==> config.mk <==
export PLATFORM = sky130hd
export DESIGN_NAME = sup_reset_gen
export DESIGN_NICKNAME = d
export VERILOG_FILES = /design/src/rtl/sup_reset_gen.sv
export SDC_FILE = /design/constraint.sdc
export NUM_CORES = 1
export LEC_CHECK = 0
export ABC_AREA = 1
export BUFFER_PORTS_ARGS = -buffer_cell sky130_fd_sc_hd__clkbuf_2
export CORE_MARGIN = 1.5
export CORE_UTILIZATION = 42
export CTS_CLUSTER_DIAMETER = 30
export DETAILED_ROUTE_END_ITERATION = 10
export SLEW_MARGIN = 20
export SYNTH_ARGS = -nofsm -noshare
export SYNTH_HDL_FRONTEND = slang
export SYNTH_SLANG_ARGS = --single-unit
==> constraint.sdc <==
create_clock -name clk -period 1.9 [get_ports clk]
set_input_delay 0.095 -clock clk [delete_from_list [all_inputs] [get_ports clk]]
set_output_delay 0.095 -clock clk [all_outputs]
set_load 0.03 [all_outputs]
==> src/rtl/sup_reset_gen.sv <==
module sup_reset_gen #(
  parameter int unsigned TIMEOUT_CYCLES = 40_000_000
) (
  input  logic clk,
  input  logic por_n,
  input  logic supply_low,
  input  logic man_rst_n,
  input  logic wdog_expire,
  output logic rst_out_n,
  output logic rst_out,
  output logic release_stb
);

  localparam int CW = $clog2(TIMEOUT_CYCLES + 1);
  localparam logic [CW-1:0] LOAD = CW'(TIMEOUT_CYCLES);

  logic [1:0]    mr_sync;
  logic [CW-1:0] cnt, cnt_nxt;
  logic          rst_q;
  logic          cause;

  assign cause   = supply_low | ~mr_sync[1] | wdog_expire;
  assign cnt_nxt = cause ? LOAD : ((cnt != '0) ? cnt - CW'(1) : cnt);

  always_ff @(posedge clk or negedge por_n) begin
    if (!por_n) begin
      mr_sync     <= 2'b11;
      cnt         <= LOAD;
      rst_q       <= 1'b1;
      release_stb <= 1'b0;
    end else begin
      mr_sync     <= {mr_sync[0], man_rst_n};
      cnt         <= cnt_nxt;
      rst_q       <= (cnt_nxt != '0);
      release_stb <= rst_q & (cnt_nxt == '0);
    end
  end

  assign rst_out_n = ~rst_q;
  assign rst_out   = rst_q;

  // a sampled supply fault leaves reset asserted after the edge
  assert_supply_hold_R2: assert property (@(posedge clk) disable iff (!por_n)
    supply_low |=> !rst_out_n);

  // synchronized push-button level holds reset
  assert_button_hold_R5: assert property (@(posedge clk) disable iff (!por_n)
    !mr_sync[1] |=> !rst_out_n);

  // watchdog request asserts reset
  assert_wdog_reset_R6: assert property (@(posedge clk) disable iff (!por_n)
    wdog_expire |=> !rst_out_n);

  // no release on an edge where any cause was sampled
  assert_clean_release_R3: assert property (@(posedge clk) disable iff (!por_n)
    $rose(rst_out_n) |-> $past(!cause));

  // strobe coincides with a real release and lasts one cycle
  assert_strobe_edge_R8: assert property (@(posedge clk) disable iff (!por_n)
    release_stb |-> (rst_out_n && $past(!rst_out_n)));

  assert_strobe_single_R8: assert property (@(posedge clk) disable iff (!por_n)
    release_stb |=> !release_stb);

endmodule

# After elaboration in Yosys (flattened, before gate mapping)
# Index checks and enable logic that the tools add are counted.
# word_totals
out_inout_bits	3
reg_bits	30
# op_classes
reduce_logical	3
bitwise_logic	5
mux	2
add_sub_neg	1
# ops
cell	n
$mux W26	2
$reduce_bool A26 Y1	2
$logic_not A26 Y1	1
$sub A26 B1 Y26 const B	1
$not A1 Y1	2
$or A1 B1 Y1	2
$and A1 B1 Y1	1

# Longest topological paths before layout
# Gate-level depths: netlist of the first run.
# logic_depth
word_depth	6
depth_mapped	14

# Worst setup path after synthesis of the first run
# OpenSTA, ideal clock, no wires.
# synth_timing
kind	reg-to-reg
startpoint	register cnt[0]
endpoint	register release_stb
setup_slack_ns	0.143
required_time_ns	1.829
t_arrival_ns	1.686
n_path_buf	0
synth_period_minus_slack_ns	1.757
path_stages_with_launch	14
path_cell_list	dfrtp_1 inv_1 ha_1 nand2_2 nor2_1 nand2_1 nand2_1 nand2_1 nand2_2 nand3_1 nand3b_1 nor2_1 nand3_2 nor2_2
# synth_via
elab_chain_len	5
# synth_lines
item	line	source
start, declared	18	logic [CW-1:0] cnt, cnt_nxt;
start signal, assigned	33	cnt <= cnt_nxt;
$sub A26 B1 Y26 or $reduce_bool A26 Y1 (tied branches)	23	assign cnt_nxt = cause ? LOAD : ((cnt != '0) ? cnt - CW'(1) : cnt);
$mux W26 * (2 in series)	23	
$logic_not A26 Y1 *	35	release_stb <= rst_q & (cnt_nxt == '0);
$and A1 B1 Y1 *	35	
end signal, assigned	35	
end, declared	11	output logic release_stb
# Every way passes the cells marked *; elsewhere a longest branch is shown, timed or not.

# Worst setup path after layout of the first run
# layout_timing
startpoint	register cnt[1]
endpoint	register release_stb
# Same word-level chain as after synthesis.

==> results.md, run 1 <==
Outcome:
- The flow ran to the end, but the final reports show violations.
- The final reports fail on negative setup slack.

Global route:
- Global routing used 22.6% of the available tracks.
- The number of global-route vias before repair came to 1819.
- The number of antenna violations at the first check in global routing is 0.
- The total overflow left after global routing is 0.
- Entering global routing, the biggest net connects 31 pins.
- The first global-routing pass estimated 8700 um of wire.

Timing:
- Setup repair after global routing could not meet its margin everywhere.
- The final count of hold timing violations is 0.
- The share of the cycle needed by the critical path after routing is 103%.
- The final count of pins violating max slew is 0.
- Based on the critical path, the design can be clocked at up to 0.510 GHz.
- The actual transition at the worst max-transition pin is 0.799 ns.
- The clock period minus final worst setup slack is 1.96 ns.
- The normalized max-slew margin is 46.7%.
- The worst slack on hold paths is 0.203 ns.
- The total of endpoints with negative setup slack in the final report is 1.
- The worst clock skew is 0.00899 ns.
- In the post-route analysis, the smallest setup slack over all paths is -0.0610 ns.

Detailed routing:
- After detailed routing, the average wire length per cell comes to 14.3 um.
- The detailed-route DRC error count is 0.
- The detailed-route via count is 1953.
- The final antenna-violating net count is 0.
- The number of DRC markers after the initial detailed-route iteration is 178.
- The total iterations of the first detailed-routing run is 4.
- The mean number of vias per cell is 5.07.
- The detailed-route wire length is 5510 um.

Setup path:
- The worst setup path category is flop to flop.
- Data on the critical path is required at its endpoint by 2.12 ns.
- At the worst endpoint, the arrival time is 2.19 ns.
- For this run, the slowest stage of the critical path takes 0.40 ns.
- The kind of capture point of the worst setup path is a flop.
- Grouping stages by cell kind, the critical path spends the most delay in simple AND/OR/NAND/NOR gates.
- Together, buffers and inverters on the worst path number 2.
- The critical path goes through inv_2 > ha_4 > nand2_4 > nor2_4 > nand4_4 > buf_8 > nand2_1 > nand3_2 > nand3b_1 > nor2_2 > nand3_2 > nor2_2.
- In this run the worst path has a maximum fanout of 8.
- The kind of start point of the critical path is a flop.
- The standard cell with the maximum stage delay on the critical path is sky130_fd_sc_hd__dfrtp_1.

Floorplan:
- The boundary pin count is 8.
- After floorplanning, the core was divided into 24 placement rows.
- The starting density of the core is 44.0%.
- The region available for standard cell placement spans 4410 sq um.
- The die covers 5050 sq um.
- The die is 71.0 um tall.
- The floorplan step set the die width to 71.0 um.

Yosys:
- Synthesis handed over a netlist of 273 instances.
- The average instance area after synthesis is 7.12 sq um.
- The cell area that synthesis handed to floorplanning was 1940 sq um.
- In this run, synthesis produced a sequential element count of 30.
- Synthesis produced a netlist with a net count of 280.
- The Yosys warning count is 0.
- Counting distinct cell types in the post-synthesis netlist gives 24.
- Sequential elements use 39.3% of the synthesized area.

Worst hold path:
- The tightest min-delay check is of the primary input to flop type.

Place:
- Timing analysis after detailed placement gives a worst setup slack of -0.200 ns.
- At the end of routability-driven placement, the weighted congestion stood at 0.952.
- The count of input and output buffers is 7.
- Once detailed placement completed, the half-perimeter wirelength came to 3850 um.

Clock tree:
- The number of clock sinks is 30.
- The root buffer cell chosen for the clock tree is sky130_fd_sc_hd__clkbuf_8.
- Clock-pin slew was measured on the worst setup and hold paths at 0.06 ns.
- TritonCTS built the clock tree.
- The deepest clock path buffer count is 2.
- The number of buffers created by CTS is 5.
- CTS built an H-tree with a depth of 2.
- The worst-skew pair later-pin latency is 0.29 ns.

Power:
- The worst supply voltage drop on vdd is 0.000433 V.
- The leakage power summed over all cells is 0.00134 uW.
- The cell area power density is 555 nW/um^2.

Finish:
- From synthesis to final layout, the design area changed by 39.6%.
- The number of antenna diodes in the final layout is 0.
- The fraction of layout cells with a size suffix above 1 is 37.5%.
- Once layout is complete, the utilization of the core stands at 61.5%.
- The final net count is 339.

Run:
- The tool flagged a number of max-cap violations equal to 0.
## area by class of cell
class | instances | area [sq um]
inverter | 33 | 124
fill | 394 | 1700
clock buffer | 6 | 82.6
tap | 52 | 65.1
multi-input combinational | 206 | 1210
sequential | 30 | 767
timing repair buffer | 56 | 453
clock inverter | 2 | 12.5
## synthesized netlist by cell type
library cell	count	share of area, %
sky130_fd_sc_hd__nand2_2	3	0.97
sky130_fd_sc_hd__a21oi_1	2	0.51
sky130_fd_sc_hd__dfrtp_1	19	24
sky130_fd_sc_hd__or2_2	1	0.32
sky130_fd_sc_hd__nor2_1	50	9.7
sky130_fd_sc_hd__o21ai_2	1	0.45
sky130_fd_sc_hd__nand3b_1	8	3.1
sky130_fd_sc_hd__dfstp_2	11	15
sky130_fd_sc_hd__xnor2_1	4	1.8
sky130_fd_sc_hd__o21bai_1	2	0.77
sky130_fd_sc_hd__nor3_1	3	0.77
sky130_fd_sc_hd__inv_1	33	6.4
sky130_fd_sc_hd__nand3_2	1	0.51
sky130_fd_sc_hd__xor2_1	5	2.3
sky130_fd_sc_hd__buf_4	1	0.39
sky130_fd_sc_hd__nand3_1	28	7.2
sky130_fd_sc_hd__ha_1	2	1.3
sky130_fd_sc_hd__nand4_1	7	2.3
sky130_fd_sc_hd__nor2_2	11	3.5
sky130_fd_sc_hd__nand4_4	1	1.1
sky130_fd_sc_hd__buf_2	1	0.26
sky130_fd_sc_hd__nand2_1	74	14
sky130_fd_sc_hd__buf_6	2	1.2
sky130_fd_sc_hd__nor2_4	3	1.7
## metal layers
| metal | GRT usage, % | up-vias | wire (um) |
|---|---|---|---|
| met5 | 0 | - | 0 |
| met4 | 7.55 | 0 | 79 |
| met3 | 4.56 | 7 | 275 |
| met2 | 35.9 | 51 | 2600 |
| met1 | 30.9 | 927 | 2550 |
| li1 | - | 968 | - |
## layout by cell type (no fill, tap or decap)
cell type and instances:
sky130_fd_sc_hd__clkinv_2 1, sky130_fd_sc_hd__nor3_1 2, sky130_fd_sc_hd__nand2_8 1, sky130_fd_sc_hd__nor2_4 14, sky130_fd_sc_hd__clkbuf_2 7, sky130_fd_sc_hd__dfrtp_2 2, sky130_fd_sc_hd__nor3_2 1, sky130_fd_sc_hd__nand2_2 6
sky130_fd_sc_hd__nand3_1 25, sky130_fd_sc_hd__a21oi_1 1, sky130_fd_sc_hd__o21ai_4 1, sky130_fd_sc_hd__buf_12 1, sky130_fd_sc_hd__buf_6 2, sky130_fd_sc_hd__nand4_1 7, sky130_fd_sc_hd__clkbuf_16 1, sky130_fd_sc_hd__dfstp_2 11
sky130_fd_sc_hd__buf_4 42, sky130_fd_sc_hd__nand2_4 3, sky130_fd_sc_hd__nand4_4 1, sky130_fd_sc_hd__a21oi_2 1, sky130_fd_sc_hd__ha_4 2, sky130_fd_sc_hd__dfrtp_1 17, sky130_fd_sc_hd__inv_1 31, sky130_fd_sc_hd__nor2_1 37
sky130_fd_sc_hd__or2_2 1, sky130_fd_sc_hd__buf_8 1, sky130_fd_sc_hd__nand2_1 67, sky130_fd_sc_hd__xnor2_1 4, sky130_fd_sc_hd__inv_2 2, sky130_fd_sc_hd__clkbuf_8 6, sky130_fd_sc_hd__dlygate4sd3_1 2, sky130_fd_sc_hd__xor2_1 5
sky130_fd_sc_hd__nand3_2 4, sky130_fd_sc_hd__clkinvlp_4 1, sky130_fd_sc_hd__nor2_2 13, sky130_fd_sc_hd__nand3b_1 8, sky130_fd_sc_hd__o21bai_1 2
## worst min-delay path, stage by stage
cell and delay (ns):
sky130_fd_sc_hd__clkbuf_2 0.08, sky130_fd_sc_hd__nor3_2 0.05, sky130_fd_sc_hd__buf_4 0.16, sky130_fd_sc_hd__nand2_1 0.07
## report_power, final
part | total, uW | switching, uW | internal [uW]
clock network | 547 | 256 | 291
logic | 291 | 170 | 121
registers | 668 | 13.6 | 654
## through the flow
stage | area, sq um | power (uW) | instances | TNS (ns)
after floorplan | 1940 | 798 | 273 | 0
after detailed placement | 2270 | 884 | 361 | -0.343
after CTS | 2480 | 1460 | 376 | 0
after global routing | 2720 | 1570 | 385 | -0.276
final | 2720 | 1510 | 385 | -0.0610
after global placement | 2270 | 884 | 361 | -0.411
## final timing paths
kind / to / from / depth (start not counted) / slack (ns)
max: release_stb / cnt[1] / 12 / -0.06
min: cnt[11] / wdog_expire / 4 / 0.20
max reg2reg: release_stb / cnt[1] / 12 / -0.06
min reg2reg: mr_sync[1] / mr_sync[0] / 0 / 0.36
max in group asynchronous: cnt[6] / por_n / 2 / 0.92
min in group asynchronous: cnt[23] / por_n / 2 / 0.42
## registers in the layout, indices dropped and copies added (netlist names)
signal and cells:
cnt 26, mr_sync 2, release_stb 1, rst_out 1
## logic make-up (layout without fill, tap and decap cells)
family	after synthesis	in the layout	synth area share [%]
fa+ha+maj	2	2	1.29
xor+xnor	9	9	4.05
buf+inv	37	97	8.17
flops	30	30	39.3
compound gates	5	5	1.74
simple gates	190	190	45.4
## repair_timing
action	CTS	global route
endpoints found under the setup margin	2	2
cloned	0	1
gates resized for setup	19	34
endpoints found under the hold margin	20	0
setup buffers	5	8
hold buffers	2	0
pin swaps	6	20
Note: power is estimated with default switching activity, not from simulation.
==> run 2, diff against run 1 <==
--- a/config.mk
+++ b/config.mk
@@ -7,8 +7,10 @@
 export LEC_CHECK = 0
 export ABC_AREA = 1
 export BUFFER_PORTS_ARGS = -buffer_cell sky130_fd_sc_hd__clkbuf_2
+export CORE_ASPECT_RATIO = 1.25
 export CORE_MARGIN = 1.5
 export CORE_UTILIZATION = 42
+export CTS_BUF_LIST = sky130_fd_sc_hd__clkbuf_4 sky130_fd_sc_hd__clkbuf_8 sky130_fd_sc_hd__clkbuf_16
 export CTS_CLUSTER_DIAMETER = 30
 export DETAILED_ROUTE_END_ITERATION = 10
 export SLEW_MARGIN = 20
==> results.md, run 2 (same netlist as run 1, synthesis figures left out) <==
Detailed routing:
- The final antenna-violating net count was 0 (unchanged).
- The detailed-routing wirelength on met1 came to 2280 um (-11%).
- The detailed-route wire length was 5330 um (-3.3%).
- The total iterations of the first detailed-routing run came to 4 (unchanged).
- The detailed route wirelength on metal2 is 2740 um (+5.2%).
- In this run the top signal layer used is met4.
- The number of DRC markers after the initial detailed-route iteration is 122 (-31%).
- The average routed wire per standard cell is 13.5 um (-6.0%).
- The detailed-route DRC error count was 0 (unchanged).
- The mean number of vias per cell was 4.96 (-2.1%).
- The met3 layer wire length in the routed design was 194 um (-29%).
- The detailed-route via count is 1966 (+0.67%).

Floorplan:
- The core outline area came to 4430 sq um (+0.26%).
- The boundary pin count came to 8 (unchanged).
- The area enclosed by the die boundary is 5050 sq um (about the same).
- The starting density of the core came to 43.9% (-0.11 points).
- The chip width is 63.9 um (-10%).
- The number of cell rows is 27 (+13%).
- The height of the chip is 79.1 um (+11%).

Timing:
- Setup repair after global routing could not meet its margin everywhere.
- The actual transition at the worst max-transition pin is 0.770 ns (-0.0292 ns).
- The final count of hold timing violations is 0 (unchanged).
- The highest attainable clock frequency is 0.534 GHz (+4.7%).
- The share of the cycle needed by the critical path after routing is 98.6% (-4.6 points).
- The worst clock skew is 0.00626 ns (-0.00273 ns).
- The final count of pins violating max slew is 0 (unchanged).
- The normalized max-slew margin came to 48.7% (+1.9 points).
- The total of endpoints with negative setup slack in the final report is 0 (-1).
- The clock period minus final worst setup slack came to 1.87 ns (-0.0877 ns).

Finish:
- The final design instance area without fill is 2700 sq um (-0.46%).
- The largest registers in the layout are cnt (26), mr_sync (2).
- The number of antenna cells inserted is 0 (unchanged).
- The area added between synthesis and finish is 39.0%.
- The library cell used most frequently in the layout, excluding fill and tap cells, is sky130_fd_sc_hd__nand2_1.
- The fraction of the core area covered by cells at the end of the flow was 61.1% (-0.44 points).
- The fraction of layout cells with a size suffix above 1 was 39.1% (+1.5 points).
- The flip-flop count of the largest register after layout was 26 (unchanged).
- cnt holds more flip-flops than any other register.
- The final net count is 344 (+1.5%).
- The number of fillers in the final layout came to 405 (+2.8%).
- In the layout the commonest cells are sky130_fd_sc_hd__nand2_1, sky130_fd_sc_hd__buf_4, sky130_fd_sc_hd__nor2_1.

Clock tree:
- TritonCTS built the clock tree.
- The deepest clock path buffer count is 2 (unchanged).
- The worst-skew pair later-pin latency is 0.29 ns (about the same).
- The number of clock sinks is 30 (unchanged).
- In this run the clock root is driven by a sky130_fd_sc_hd__clkbuf_8.
- The number of buffers created by CTS came to 5 (unchanged).
- The clock input transition at the sequential cells of the worst setup and hold paths is 0.07 ns (about the same).
- The CTS H-tree depth came to 2 (unchanged).

Place:
- The placed wire-length estimate is 3850 um (about the same).
- The count of input and output buffers was 7 (unchanged).
- The placer congestion estimate is 0.911 (-4.3%).
- The cell area after placement is 2370 sq um (+4.2%).

Global route:
- The number of global-route vias before repair was 1903 (+4.6%).
- The sum of overflow across all layers after global routing is 0 (unchanged).
- The global-route wire length before repair is 8650 um (-0.55%).
- The number of antenna violations at the first check in global routing was 0 (unchanged).
- The overall routing resource usage was 22.5% (-0.13 points).
- The largest net degree at the start of global routing is 31 (unchanged).

Setup path:
- In this design, the largest share of critical-path delay is due to simple AND/OR/NAND/NOR gates.
- The kind of start point of the critical path is a flop.
- The required time of the worst setup path is 2.13 ns (about the same).
- The standard cell with the maximum stage delay on the critical path is sky130_fd_sc_hd__dfrtp_1.
- The largest stage delay on the critical path is 0.39 ns (about the same).
- The startpoint of the lowest-slack register-to-register path is cnt[0].
- The endpoint identified for the worst register-to-register timing path is release_stb.
- The depth of the worst register-to-register path is 14 (+2).
- The highest fanout seen on the critical path is 4 (-4).
- The signal on the critical path passes through inv_2 > ha_2 > nand2_2 > nor2_1 > buf_4 > nand2_1 > nand2_1 > nand2_1 > nand2_2 > nand3_1 > nand3b_1 > nor2_2 > nand3_2 > nor2_2.
- The worst path buffer plus inverter count is 2 (unchanged).
- The worst-case register-to-register setup slack was 0.03 ns (+0.09 ns).
- The data arrival time of the critical path is 2.10 ns (-0.09 ns).
- The kind of capture point of the worst setup path is a flop.
- The worst setup path category is flop to flop.
- By instance count, the cell type seen most on the critical path is sky130_fd_sc_hd__nand2_1.

Run:
- The number of max-cap violations is 0 (unchanged).

Outcome:
- The flow ran to the end, and the final reports show no timing, DRC or antenna violations.

Worst hold path:
- The path type of the worst min-delay path is primary input to flop.
- The worst hold path terminates at cnt[14].
- The number of stages on the worst hold path is 4 (unchanged).
- The worst hold path startpoint is wdog_expire.

Power:
- The cell area power density is 559 nW/um^2 (+0.75%).
- The worst supply voltage drop on vdd is 0.000381 V (-12%).
- The leakage power summed over all cells is 0.00135 uW (+0.73%).
[run 2: cell count changes in the layout (fill, tap and decap cells not counted), moves of 3 or more]
| cell | before | now |
|---|---|---|
| sky130_fd_sc_hd__nor2_2 | 13 | 21 |
| sky130_fd_sc_hd__nand2_2 | 6 | 9 |
| sky130_fd_sc_hd__nor2_1 | 37 | 32 |
| sky130_fd_sc_hd__buf_4 | 42 | 46 |
| sky130_fd_sc_hd__nand3_2 | 4 | 1 |
| sky130_fd_sc_hd__nor2_4 | 14 | 11 |
[run 2: power breakdown]
group / leakage (uW) / total (uW) / internal (uW) / switching, uW
clock network: 0.0000472 / 556 / 291 / 265
registers: 0.000377 / 667 / 654 / 12.8
logic: 0.000929 / 287 / 122 / 164
[run 2: worst reg2reg max path: stages, from the launching register on]
cell and delay, ns:
sky130_fd_sc_hd__dfrtp_1 0.39, sky130_fd_sc_hd__inv_2 0.09, sky130_fd_sc_hd__ha_2 0.19, sky130_fd_sc_hd__nand2_2 0.09, sky130_fd_sc_hd__nor2_1 0.15, sky130_fd_sc_hd__buf_4 0.15, sky130_fd_sc_hd__nand2_1 0.05, sky130_fd_sc_hd__nand2_1 0.06
sky130_fd_sc_hd__nand2_1 0.06, sky130_fd_sc_hd__nand2_2 0.06, sky130_fd_sc_hd__nand3_1 0.08, sky130_fd_sc_hd__nand3b_1 0.17, sky130_fd_sc_hd__nor2_2 0.11, sky130_fd_sc_hd__nand3_2 0.10, sky130_fd_sc_hd__nor2_2 0.08
[run 2: what timing repair did]
action,CTS,global route
gates resized for setup,15,32
pin swaps,5,13
cloned,0,0
hold buffers,2,0
hold endpoints to repair,20,0
buffers inserted,5,4
endpoints found under the setup margin,2,2
[run 2: how the worst max path moves through the flow]
stage	from	end	slack (ns)	cells after the start
floorplan	cnt[0]	release_stb	0.14	13
global placement	cnt[0]	release_stb	-0.13	13
detailed placement	cnt[0]	release_stb	-0.18	13
CTS	cnt[6]	release_stb	0.006	15
global route	cnt[15]	release_stb	-0.12	12
finish	cnt[0]	release_stb	0.03	14
[run 2: metrics by stage]
stage	TNS, ns	power, uW	setup slack, ns	instances	hold slack (ns)
floorplan	0	798	0.143	273	-0.201
global placement	-0.197	898	-0.126	377	0.183
detailed placement	-0.310	899	-0.184	377	0.185
CTS	0	1490	0.00562	392	0.182
global route	-0.155	1570	-0.116	396	0.189
finish	0	1510	0.0268	396	0.184
[run 2: per-layer routing]
metal	GRT usage [%]	vias up
li1	-	982
met1	26.2	928
met2	40.1	45
met3	4.67	11
met4	8.48	0
met5	0	-
[run 2: cell type report]
| class | count | area, sq um | area share [%] |
|---|---|---|---|
| Tap cell | 58 | 72.6 | 2.69 |
| Multi-Input combinational cell | 206 | 1160 | 42.9 |
| Timing Repair Buffer | 61 | 485 | 18.0 |
| Sequential cell | 30 | 766 | 28.3 |
| Inverter | 33 | 124 | 4.58 |
| Clock buffer | 6 | 82.6 | 3.06 |
| Clock inverter | 2 | 12.5 | 0.463 |
==> run 3, diff against run 2 <==
==> constraint.sdc (replaced) <==
create_clock -name clk -period 1.8 [get_ports clk]
set_input_delay 0.09 -clock clk [delete_from_list [all_inputs] [get_ports clk]]
set_output_delay 0.09 -clock clk [all_outputs]
set_load 0.03 [all_outputs]
==> results.md, run 3 (same netlist as run 1, synthesis figures left out) <==
Timing:
- The clock period minus final worst setup slack is 1.98 ns (+0.104 ns).
- The worst clock skew came to 0.00818 ns (+0.00192 ns).
- The actual transition at the worst max-transition pin came to 0.729 ns (-0.0412 ns).
- Setup repair after global routing could not meet its margin everywhere.
- The final sum of negative setup slack is -0.282 ns (-0.282 ns).
- The least setup slack across all paths after layout is -0.177 ns (-0.204 ns).
- The share of the cycle needed by the critical path after routing came to 110% (+11 points).
- The normalized max-slew margin came to 51.4% (+2.7 points).
- The final count of pins violating max slew came to 0 (unchanged).
- The final count of hold timing violations is 0 (unchanged).
- The total of endpoints with negative setup slack in the final report came to 2 (+2).
- The highest attainable clock frequency is 0.506 GHz (-5.2%).

Detailed routing:
- The total iterations of the first detailed-routing run is 4 (unchanged).
- The met3 layer wire length in the routed design is 245 um (+26%).
- The mean number of vias per cell is 4.93 (-0.73%).
- The detailed route wirelength on metal2 is 3050 um (+11%).
- The detailed-routing wirelength on met1 was 2390 um (+5.2%).
- The detailed-route wire length is 5860 um (+10%).
- The number of DRC markers after the initial detailed-route iteration is 198 (+62%).
- The detailed-route DRC error count came to 0 (unchanged).
- The uppermost layer routed is met4.
- The final antenna-violating net count is 0 (unchanged).
- The detailed-route via count is 2139 (+8.8%).
- The average routed wire per standard cell is 13.5 um (+0.44%).

Global route:
- The number of global-route vias before repair was 2096 (+10%).
- The number of antenna violations at the first check in global routing is 0 (unchanged).
- The overall routing resource usage is 23.9% (+1.4 points).
- The sum of overflow across all layers after global routing is 0 (unchanged).
- The largest net degree at the start of global routing is 31 (unchanged).
- The global-route wire length before repair was 9340 um (+8.0%).

Outcome:
- The run finished, with violations left.
- The final reports fail on negative setup slack.

Power:
- The leakage power summed over all cells was 0.00158 uW (+17%).
- The logic gate share of total power is 21.6% (+2.6 points).
- The worst supply voltage drop on vdd was 0.000509 V (+34%).
- The cell area power density is 532 nW/um^2 (-4.7%).
- The internal power of the cells is 1160 uW (+9.0%).
- The net switching share of the total power is 29.5% (+0.22 points).
- The share of total power in sequential cells is 42.5% (-1.7 points).
- The clock network fraction of design power is 36.0% (-0.8 points).
- The total net switching power is 488 uW (+10%).

Clock tree:
- The number of clock sinks is 30 (unchanged).
- The worst-skew pair later-pin latency is 0.29 ns (about the same).
- The clock input transition at the sequential cells of the worst setup and hold paths is 0.07 ns (about the same).
- The deepest clock path buffer count is 2 (unchanged).
- The number of buffers created by CTS was 5 (unchanged).
- The cell at the root of the clock tree is sky130_fd_sc_hd__clkbuf_8.
- The clock tree from TritonCTS is built.
- The CTS H-tree depth came to 2 (unchanged).

Floorplan:
- The starting density of the core is 43.9% (unchanged).
- The area enclosed by the die boundary was 5050 sq um (unchanged).
- The height of the chip is 79.1 um (unchanged).
- The chip width is 63.9 um (unchanged).
- The core outline area came to 4430 sq um (unchanged).
- The boundary pin count is 8 (unchanged).
- The number of cell rows came to 27 (unchanged).

Finish:
- The flip-flop count of the largest register after layout is 26 (unchanged).
- Ranked by flip-flop count, first place goes to cnt.
- The largest registers in the layout are cnt (26), mr_sync (2).
- The most common cell after layout, fill and taps aside is sky130_fd_sc_hd__buf_4.
- The final net count came to 382 (+11%).
- The final standard cell count with taps included and fillers excluded was 434 (+9.6%).
- The fraction of layout cells with a size suffix above 1 is 47.9% (+8.8 points).
- The number of fillers in the final layout is 338 (-17%).
- The area added between synthesis and finish is 59.5%.
- The number of antenna cells inserted is 0 (unchanged).
- In the layout the commonest cells are sky130_fd_sc_hd__buf_4, sky130_fd_sc_hd__nand2_1, sky130_fd_sc_hd__nor2_1, sky130_fd_sc_hd__inv_1, sky130_fd_sc_hd__nand3_1.

Setup path:
- Counting stages on the worst path, the most repeated cell is sky130_fd_sc_hd__nor2_2.
- Walking the worst path, the cells encountered are nor2_2 > nand2_2 > nor2_4 > buf_6 > buf_4 > nand4_1 > nand3_1 > nand2_1 > nor2_2 > nand3_1 > nor2_2 > nand3_2 > nor2_2.
- The kind of start point of the critical path is a flop.
- The largest stage delay on the critical path is 0.41 ns (+0.02 ns).
- The highest fanout seen on the critical path is 3 (-1).
- The standard cell with the maximum stage delay on the critical path is sky130_fd_sc_hd__dfrtp_1.
- The worst setup path category is flop to flop.
- The required time of the worst setup path is 2.02 ns (-0.11 ns).
- STA classifies the critical path endpoint as a flop.
- The data arrival time of the critical path is 2.20 ns (+0.10 ns).

Place:
- The placer congestion estimate is 0.903 (-0.92%).
- The total placed cells including tap cells is 404 (+7.2%).
- The placed wire-length estimate is 3970 um (+2.9%).
- The count of input and output buffers was 7 (unchanged).

Worst hold path:
- The path type of the worst min-delay path is primary input to flop.

Run:
- The number of max-cap violations was 0 (unchanged).
## run 3: changes by cell type in the layout (fill, tap and decap cells not counted), sizes merged
cell and change:
nand4 +1, buf +37
## run 3: layout make-up
| cell class | count | area (sq um) | area share, % |
|---|---|---|---|
| Clock buffer | 6 | 82.6 | 2.66 |
| Clock inverter | 2 | 12.5 | 0.404 |
| Inverter | 33 | 124 | 4.00 |
| Multi-Input combinational cell | 207 | 1260 | 40.8 |
| Sequential cell | 30 | 764 | 24.7 |
| Tap cell | 58 | 72.6 | 2.34 |
| Timing Repair Buffer | 98 | 779 | 25.1 |
## run 3: metal layers
metal	track usage (%)	vias up
li1	-	1060
met3	2.41	17
met5	0	-
met2	42.5	64
met1	29.1	998
met4	10.2	0
## run 3: worst max-delay path: cells and delay by family, from the launching register on
family                 cells  cell delay, ns
flip-flops                 1            0.41
buffers and inverters      2            0.23
AND/OR/NAND/NOR           11            1.26
## run 3: repair_timing
item	CTS	global route
hold buffers	2	0
pin swaps	18	14
endpoints found under the setup margin	2	5
buffers inserted	14	4
endpoints found under the hold margin	20	0
gates cloned	2	0
gates resized for setup	48	17
## run 3: power by group through the flow
| stage | clock [uW] | sequential [uW] | combinational, uW |
|---|---|---|---|
| 2_1_floorplan | 0 | 710 | 132 |
| 3_3_place_gp | 0 | 710 | 272 |
| 3_5_place_dp | 0 | 711 | 274 |
| 4_1_cts | 598 | 700 | 332 |
| 5_1_grt | 617 | 702 | 386 |
| 6_report | 594 | 701 | 356 |
## run 3: through the flow
step | hold WS [ns] | total power (uW) | utilization (%) | instance area [sq um] | setup slack [ns]
after floorplan | -0.206 | 842 | - | 1940 | 0.0431
after global placement | 0.179 | 982 | 57.8 | 2560 | -0.171
after detailed placement | 0.180 | 984 | 57.8 | 2560 | -0.207
after CTS | 0.198 | 1630 | 68.1 | 3010 | -0.111
after global routing | 0.229 | 1700 | 70.1 | 3100 | -0.278
final | 0.200 | 1650 | 70.1 | 3100 | -0.177
## run 3: final timing paths
path,from,end,slack [ns],cells past startpoint
max,cnt[13],release_stb,-0.18,13
min,supply_low,cnt[12],0.20,4
max reg2reg,cnt[13],release_stb,-0.18,13
min reg2reg,mr_sync[0],mr_sync[1],0.36,0
max in group asynchronous,por_n,cnt[10],0.95,2
min in group asynchronous,por_n,cnt[24],0.38,2
